### src/rtl/sar_conv_pkg.sv
package sar_conv_pkg;
    typedef enum logic [1:0] {
        CONV_IDLE   = 2'd0,
        CONV_SETTLE = 2'd1,
        CONV_CMP    = 2'd2,
        CONV_DONE   = 2'd3
    } conv_state_e;
endpackage

### src/rtl/sar_seq_ctrl.sv
module sar_seq_ctrl
    import sar_conv_pkg::*;
#(
    parameter int RES_W = 8,
    parameter int IDX_W = $clog2(RES_W)
) (
    input  logic             clk_i,
    input  logic             rst_ni,
    input  logic             start_i,
    output conv_state_e      state_o,
    output logic [IDX_W-1:0] bit_idx_o,
    output logic             accept_o,
    output logic             last_cmp_o
);
    localparam logic [IDX_W-1:0] TOP_IDX = IDX_W'(RES_W - 1);

    typedef struct packed {
        conv_state_e      state;
        logic [IDX_W-1:0] idx;
    } seq_t;

    seq_t seq_d, seq_q;

    always_comb begin
        seq_d    = seq_q;
        accept_o = (seq_q.state == CONV_IDLE) && start_i;
        unique case (seq_q.state)
            CONV_IDLE: begin
                if (start_i) seq_d.state = CONV_SETTLE;
            end
            CONV_SETTLE: begin
                seq_d.state = CONV_CMP;
                seq_d.idx   = TOP_IDX;
            end
            CONV_CMP: begin
                if (seq_q.idx == '0) seq_d.state = CONV_DONE;
                else                 seq_d.idx   = seq_q.idx - IDX_W'(1);
            end
            CONV_DONE: begin
                seq_d.state = CONV_IDLE;
            end
            default: seq_d.state = CONV_IDLE;
        endcase
    end

    always_ff @(posedge clk_i) begin
        if (!rst_ni) begin
            seq_q.state <= CONV_IDLE;
            seq_q.idx   <= '0;
        end else begin
            seq_q <= seq_d;
        end
    end

    assign state_o    = seq_q.state;
    assign bit_idx_o  = seq_q.idx;
    assign last_cmp_o = (seq_q.state == CONV_CMP) && (seq_q.idx == '0);

    // an accepted start leads straight into the settle cycle
    p_settle_after_start_r2: assert property (@(posedge clk_i) disable iff (!rst_ni)
        (seq_q.state == CONV_IDLE && start_i) |=> (seq_q.state == CONV_SETTLE));

    // settle lasts one cycle, then the MSB compare begins
    p_settle_one_cycle_r2: assert property (@(posedge clk_i) disable iff (!rst_ni)
        (seq_q.state == CONV_SETTLE) |=> (seq_q.state == CONV_CMP && seq_q.idx == TOP_IDX));

    // a request while busy never restarts the sequence
    p_busy_start_ignored_r7: assert property (@(posedge clk_i) disable iff (!rst_ni)
        (seq_q.state != CONV_IDLE && start_i) |=> (seq_q.state != CONV_SETTLE));
endmodule

### src/rtl/sar_search_reg.sv
module sar_search_reg #(
    parameter int RES_W = 8,
    parameter int IDX_W = $clog2(RES_W)
) (
    input  logic             clk_i,
    input  logic             rst_ni,
    input  logic             clear_i,
    input  logic             cmp_phase_i,
    input  logic [IDX_W-1:0] bit_idx_i,
    input  logic             last_i,
    input  logic             cmp_i,
    output logic [RES_W-1:0] trial_o,
    output logic [RES_W-1:0] result_o
);
    typedef struct packed {
        logic [RES_W-1:0] sar;
        logic [RES_W-1:0] result;
    } search_t;

    search_t srch_d, srch_q;
    logic [RES_W-1:0] probe;
    logic [RES_W-1:0] below_mask;
    logic [RES_W-1:0] sar_next;

    always_comb begin
        probe      = RES_W'(1) << bit_idx_i;
        below_mask = probe - RES_W'(1);
        sar_next   = cmp_i ? (srch_q.sar | probe) : (srch_q.sar & ~probe);
        trial_o    = cmp_phase_i ? (srch_q.sar | probe) : '0;
        srch_d     = srch_q;
        if (clear_i) begin
            srch_d.sar = '0;
        end else if (cmp_phase_i) begin
            srch_d.sar = sar_next;
            if (last_i) srch_d.result = sar_next;
        end
    end

    always_ff @(posedge clk_i) begin
        if (!rst_ni) begin
            srch_q <= '0;
        end else begin
            srch_q <= srch_d;
        end
    end

    assign result_o = srch_q.result;

    // the bit under test is set and nothing below it is
    p_trial_shape_r3: assert property (@(posedge clk_i) disable iff (!rst_ni)
        cmp_phase_i |-> (trial_o[bit_idx_i] && ((trial_o & below_mask) == '0)));

    // the decision of this cycle appears in the register next cycle
    p_bit_decision_r4: assert property (@(posedge clk_i) disable iff (!rst_ni)
        (cmp_phase_i && !clear_i) |=> (srch_q.sar[$past(bit_idx_i)] == $past(cmp_i)));
endmodule

### src/rtl/sar_mux_latch.sv
module sar_mux_latch #(
    parameter int CH_W = 3
) (
    input  logic            clk_i,
    input  logic            rst_ni,
    input  logic            load_i,
    input  logic [CH_W-1:0] chan_i,
    input  logic            diff_i,
    output logic [CH_W-1:0] sel_o,
    output logic            diff_o
);
    typedef struct packed {
        logic [CH_W-1:0] chan;
        logic            diff;
    } mux_t;

    mux_t mux_d, mux_q;

    always_comb begin
        mux_d = mux_q;
        if (load_i) begin
            mux_d.chan = chan_i;
            mux_d.diff = diff_i;
        end
    end

    always_ff @(posedge clk_i) begin
        if (!rst_ni) begin
            mux_q <= '0;
        end else begin
            mux_q <= mux_d;
        end
    end

    assign sel_o  = mux_q.chan;
    assign diff_o = mux_q.diff;
endmodule

### src/rtl/sar_conv_ctrl.sv
module sar_conv_ctrl
    import sar_conv_pkg::*;
#(
    parameter int RES_W = 8,
    parameter int CH_W  = 3
) (
    input  logic             clk_i,
    input  logic             rst_ni,
    input  logic             start_i,
    input  logic [CH_W-1:0]  chan_i,
    input  logic             diff_i,
    input  logic             cmp_i,
    output logic [RES_W-1:0] trial_o,
    output logic [CH_W-1:0]  mux_sel_o,
    output logic             mux_diff_o,
    output logic             core_en_o,
    output logic             conv_clk_en_o,
    output logic             busy_o,
    output logic             done_o,
    output logic [RES_W-1:0] result_o
);
    localparam int IDX_W = $clog2(RES_W);

    conv_state_e      state;
    logic [IDX_W-1:0] bit_idx;
    logic             accept;
    logic             last_cmp;
    logic             active;

    sar_seq_ctrl #(.RES_W(RES_W), .IDX_W(IDX_W)) seq_i (
        .clk_i      (clk_i),
        .rst_ni     (rst_ni),
        .start_i    (start_i),
        .state_o    (state),
        .bit_idx_o  (bit_idx),
        .accept_o   (accept),
        .last_cmp_o (last_cmp)
    );

    sar_search_reg #(.RES_W(RES_W), .IDX_W(IDX_W)) search_i (
        .clk_i       (clk_i),
        .rst_ni      (rst_ni),
        .clear_i     (accept),
        .cmp_phase_i (state == CONV_CMP),
        .bit_idx_i   (bit_idx),
        .last_i      (last_cmp),
        .cmp_i       (cmp_i),
        .trial_o     (trial_o),
        .result_o    (result_o)
    );

    sar_mux_latch #(.CH_W(CH_W)) mux_i (
        .clk_i  (clk_i),
        .rst_ni (rst_ni),
        .load_i (accept),
        .chan_i (chan_i),
        .diff_i (diff_i),
        .sel_o  (mux_sel_o),
        .diff_o (mux_diff_o)
    );

    assign active        = (state != CONV_IDLE);
    assign core_en_o     = active;
    assign conv_clk_en_o = active;
    assign busy_o        = active;
    assign done_o        = (state == CONV_DONE);

    // done never lasts two cycles
    p_done_single_r5: assert property (@(posedge clk_i) disable iff (!rst_ni)
        done_o |=> !done_o);

    // the core is off in the cycle after done
    p_core_off_after_done_r6: assert property (@(posedge clk_i) disable iff (!rst_ni)
        done_o |=> (!core_en_o && !conv_clk_en_o));

    // power drops only right after a done strobe
    p_power_drop_cause_r6: assert property (@(posedge clk_i) disable iff (!rst_ni)
        $fell(core_en_o) |-> $past(done_o));

    // the captured selects stay put while a conversion runs
    p_mux_hold_r8: assert property (@(posedge clk_i) disable iff (!rst_ni)
        (core_en_o && !done_o) |=> $stable({mux_sel_o, mux_diff_o}));

    // the output code moves only in the done cycle
    p_result_hold_r9: assert property (@(posedge clk_i) disable iff (!rst_ni)
        !$stable(result_o) |-> done_o);
endmodule

### config.mk
export PLATFORM = sky130hd
export DESIGN_NAME = sar_conv_ctrl
export DESIGN_NICKNAME = d
export VERILOG_FILES = /design/src/rtl/sar_conv_pkg.sv /design/src/rtl/sar_seq_ctrl.sv /design/src/rtl/sar_search_reg.sv /design/src/rtl/sar_mux_latch.sv /design/src/rtl/sar_conv_ctrl.sv
export SDC_FILE = /design/constraint.sdc
export NUM_CORES = 1
export LEC_CHECK = 0
export ABC_CLOCK_PERIOD_IN_PS = 1410
export BUFFER_PORTS_ARGS = -buffer_cell sky130_fd_sc_hd__buf_2
export CAP_MARGIN = 20
export CORE_AREA = 2 2 100 54
export DETAILED_ROUTE_END_ITERATION = 16
export DIE_AREA = 0 0 102 56
export HOLD_SLACK_MARGIN = 0.06
export SKIP_CTS_REPAIR_TIMING = 1
export SLEW_MARGIN = 5
export SYNTH_ARGS = -nofsm -noshare
export SYNTH_HDL_FRONTEND = slang
export SYNTH_SLANG_ARGS = --single-unit
### constraint.sdc
create_clock -name clk_i -period 1.41 [get_ports clk_i]
set_input_delay 0.0705 -clock clk_i [delete_from_list [all_inputs] [get_ports clk_i]]
set_output_delay 0.0705 -clock clk_i [all_outputs]
set_load 0.02 [all_outputs]
**Word-level counts from Yosys, hierarchy flattened**

Index checks and enable logic that the tools add are counted.

- Bits in registers: 25
- Input port bits: 8
- Output and inout port bits: 24
- Word-level logic and storage cells: 36

- Add/sub/neg operators: 1
- Equal/unequal tests: 6
- Shift-type cells: 1
- Multiplexer cells: 7
- Bitwise logic cells: 5
- Reductions and logical operators: 10

Operators by type and width:

| cell | number |
|---|---|
| $mux W8 | 2 |
| $and A8 B8 Y8 | 1 |
| $not A8 Y8 | 1 |
| $or A8 B8 Y8 | 1 |
| $pmux W2 S4 | 1 |
| $shl A1 B3 Y8 const A | 1 |
| $ne A2 B2 Y1 const B | 3 |
| $pmux W3 S2 | 1 |
| $eq A2 B2 Y1 const B | 2 |
| $mux W2 | 2 |
| $reduce_and A2 Y1 | 2 |
| $reduce_bool A2 Y1 | 2 |
| $logic_not A3 Y1 | 1 |
| $mux W3 | 1 |
| $reduce_and A3 Y1 | 1 |
| $sub A3 B1 Y3 const B | 1 |
| $eq A2 B1 Y1 const B | 1 |
| $logic_and A1 B1 Y1 | 2 |
| $logic_not A2 Y1 | 1 |
| $not A1 Y1 | 2 |
| $reduce_or A2 Y1 | 1 |

**Depth between registers and ports, before layout**

- Word-level depth: 4
- Gate-level depth with buffers: 6
- Gate-level depth less buffers: 5

**By module**

From an unflattened synthesis, not the netlist that was laid out.

- Cell total of the unflattened synthesis: 168
- Area, all modules: 1481.4 µm²

By module, submodules not included:

| module | times used | cells each | area an instance (µm²) | seq. area each (µm²) |
|---|---|---|---|---|
| sar_search_reg | 1 | 112 | 944.7 | 320.3 |
| sar_seq_ctrl | 1 | 38 | 342.8 | 100.1 |
| sar_mux_latch | 1 | 13 | 156.4 | 80.1 |
| sar_conv_ctrl | 1 | 5 | 37.5 | 0.0 |

**Worst setup path after synthesis**

No wires, ideal clock.

- Kind: register to output
- Start: register, netlist name seq_i.state_o[0]
- End: output trial_o[0]
- Data arrival time: 1.426 ns
- Data required time: 1.340 ns
- Setup slack: -0.087 ns
- Stages on the path, launching flop included: 6
- Buffers on the path: 2
- Cell sequence: dfxtp_1 > inv_1 > ha_1 > buf_2 > buf_2 > a21boi_0

- Longest elaborated chain between the ends: 2

Ends and longest elaborated chain:

| what | RTL line | RTL |
|---|---|---|
| $eq A2 B2 Y1 | sar_conv_ctrl.sv:44 | `.cmp_phase_i (state == CONV_CMP),` |
| $mux W8 | sar_search_reg.sv:29 | `trial_o = cmp_phase_i ? (srch_q.sar \| probe) : '0;` |
| to (decl) | sar_conv_ctrl.sv:13 | `output logic [RES_W-1:0] trial_o,` |

Every way passes these cells.

**Worst setup path after layout**

- Start: register seq_i.seq_q (netlist bit seq_i.bit_idx_o[0])
- End: output trial_o[1]

- Longest elaborated chain between the ends: 3

Ends and longest elaborated chain:

| what | RTL line | RTL |
|---|---|---|
| from (decl) | sar_seq_ctrl.sv:22 | `seq_t seq_d, seq_q;` |
| from (signal assigned) | sar_seq_ctrl.sv:51 | `seq_q <= seq_d;` |
| $shl A1 B3 Y8 | sar_search_reg.sv:26 | `probe = RES_W'(1) << bit_idx_i;` |
| $or A8 B8 Y8 | sar_search_reg.sv:29 |  |
| $mux W8 | sar_search_reg.sv:29 |  |

Every way passes these cells.

==> results.sh <==
export IMPL_synth_seq_cells=25
export IMPL_cap_viol_max_count=0
export IMPL_end_kind="primary output"
export IMPL_insertedDiodeCount=0
export IMPL_yosysMostFrequentCell="dfxtp_1"
export IMPL_failed_checks="negative setup slack"
export IMPL_die_x_um=102
export IMPL_whs_ns=0.03920
export IMPL_ir_drop_uv=860.3
export IMPL_seq_area_frac_synth_pct=35.87
export IMPL_async_reset_ff_share_pct=0
export IMPL_slew_headroom_pct=74.84
export IMPL_numCtsBuffers=3
export IMPL_met3_usage_pct=4.523
export IMPL_syn_nets=173
export IMPL_gp_congestion=0.7692
export IMPL_grt_overflow=0
export IMPL_port_buffers=31
export IMPL_firstDrtPassIters=4
export IMPL_htreeDepth=1
export IMPL_rsz0062_at_grt="yes"
export IMPL_finalHoldViolations=0
export IMPL_clk_latency_ns=0.27
export IMPL_crit_path_max_fanout=4
export IMPL_fin_skew_ns=0.004360
export IMPL_power_total_uw=3350
export IMPL_io_pin_count=32
export IMPL_grt_pass1_vias=967
export IMPL_grt_util_met1_pct=18.54
export IMPL_clock_path_buffers=2
export IMPL_via_per_inst=4.431
export IMPL_syn_area_um2=1395
export IMPL_synthTopCellsByCount="dfxtp_1, nand2_1, mux2i_1"
export IMPL_grt_busiest_layer="met1"
export IMPL_layout_nets=210
export IMPL_yosysUniqueCellTypes=31
export IMPL_synthCells=156
export IMPL_slew_viol_final=0
export IMPL_drive_gt1_share_pct=42.19
export IMPL_yosys_top_cells_area="dfxtp_1, mux2i_1, ha_1"
export IMPL_drc_errors=0
export IMPL_critPathKind="reg2out"
export IMPL_rows=18
export IMPL_finalSetupTns_ns=-0.06101
export IMPL_synth_edff_count=0
export IMPL_synth_top_area_cell="dfxtp_1"
export IMPL_die_h_um=56
export IMPL_power_density_nw_per_um2=1757
export IMPL_die_area_um2=5712
export IMPL_cp_start_kind="flip-flop"
export IMPL_clkTransAtPathRegs_ns=0.09
export IMPL_antenna_found_initial=0
export IMPL_core_area_um2=4775
export IMPL_synth_flop_cell="dfxtp_1"
export IMPL_setup_violations=4
export IMPL_cp_arrival_ns=1.36
export IMPL_cts_tree="yes"
export IMPL_leakage_uw=0.0008192
export IMPL_dp_hpwl_mm=2.313
export IMPL_ys_warn_count=0
export IMPL_num_vias=1161
export IMPL_start_util_pct=29.22
export IMPL_grt_max_degree=21
export IMPL_min_path_type="in2reg"
export IMPL_cts_root_buffer="clkbuf_8"
export IMPL_synth_top_cell_area_share_pct=35.87
export IMPL_grt_usage_pct=11.32
export IMPL_finalCritPeriodShare_pct=101.3
export IMPL_wirelength_mm=3.470
export IMPL_max_freq_mhz=700.1
export IMPL_fin_ws_ns=-0.01831
export IMPL_syn_area_per_cell_um2=8.943
export IMPL_grt_pass1_wl_mm=5.050
export IMPL_crit_required_ns=1.34
export IMPL_status="complete, but fails checks"
export IMPL_tightestPinTransition_ns=0.3723
export IMPL_antenna_left=0
export IMPL_syn2layout_area_growth_pct=36.68
export IMPL_wl_per_cell_um=13.24
export IMPL_drt_iter0_drc=58
export IMPL_cts_sink_count=25
export IMPL_grt_util_met2_pct=13.53
export IMPL_layout_min_cycle_time_ns=1.428
==> per-stage QoR <==
step | setup WS, ns | area (um2) | cells | util [%]
after floorplan | 0.01831 | 1398 | 156 | -
after global placement | -0.006061 | 1593 | 247 | 33.36
after detailed placement | -0.05954 | 1593 | 247 | 33.36
after CTS | -0.2598 | 1638 | 251 | 34.30
after global routing | -0.07394 | 1907 | 262 | 39.94
final | -0.01831 | 1907 | 262 | 39.94
==> sequential cells by signal, summed over array words and instances (netlist names) <==
signal and cells:
mux_i.diff_o 1, mux_i.sel_o 3, search_i.result_o 8, search_i.srch_q 8
seq_i.bit_idx_o 3, seq_i.state_o 2
==> report_power, final <==
| group | switching [uW] | total [uW] | internal (uW) | leakage [uW] |
|---|---|---|---|---|
| clock | 232 | 434 | 202 | 0.0000228 |
| combinational | 981 | 1940 | 958 | 0.000591 |
| sequential | 129 | 977 | 848 | 0.000206 |
| total | 1340 | 3350 | 2010 | 0.000819 |
==> per-layer routing <==
layer	vias to the layer above	share of wire, %
li1	597	-
met1	534	55
met2	30	39
met3	0	6.2
met4	0	0
met5	-	0
==> cell type report <==
cell class	count	area, um2
Sequential cell	25	514.2
Timing Repair Buffer	51	376.6
Clock buffer	4	45.04
Fill cell	513	2868
Inverter	6	27.53
Tap cell	70	87.58
Multi-Input combinational cell	106	855.8
==> path summary, 6_finish.rpt <==
kind	slack [ns]	from	end	cells past startpoint
max	-0.02	seq_i.bit_idx_o[0]	trial_o[1]	5
min	0.04	diff_i	mux_i.diff_o	3
max reg2reg	0.03	seq_i.bit_idx_o[1]	search_i.result_o[3]	6
min reg2reg	0.46	mux_i.sel_o[2]	mux_i.sel_o[2]	2
==> cell usage in the layout, fill, tap and decap left out, types with 2 or more instances in the layout <==
cell type,netlist,final
a211oi_1,4,4
a21boi_0,5,4
a21oi_1,6,5
buf_12,0,2
buf_2,3,24
buf_4,11,17
buf_6,0,7
clkbuf_8,0,3
dfxtp_1,25,20
dfxtp_2,0,2
dfxtp_4,0,3
ha_1,9,3
ha_2,0,2
ha_4,0,4
inv_1,6,3
inv_4,0,2
mux2i_1,13,13
nand2_1,18,18
nand3b_1,2,2
nor2_1,11,10
nor2b_1,8,4
nor2b_2,0,3
o211ai_1,6,6
o21a_1,3,3
o21ai_1,6,6
o31ai_1,2,2
==> cell families (layout without fill, tap and decap cells) <==
logic type | after synthesis | count (layout) | synth area share (%)
adders and majority gates | 9 | 9 | 8.072
buffers and inverters | 26 | 61 | 10.40
xor gates and xnor gates | 1 | 1 | 0.6279
AOI/OAI and AO/OA | 36 | 36 | 17.85
DFF | 25 | 25 | 35.87
and+or+nand+nor | 45 | 46 | 17.04
muxes | 14 | 14 | 10.13
==> critical path, cell delays in order, from the launching register on <==
cell and delay (ns):
dfxtp_4 0.37, buf_6 0.12, ha_4 0.16, nor2b_4 0.12
o21a_1 0.19, buf_6 0.13
Power figures use the tool's default switching activity.
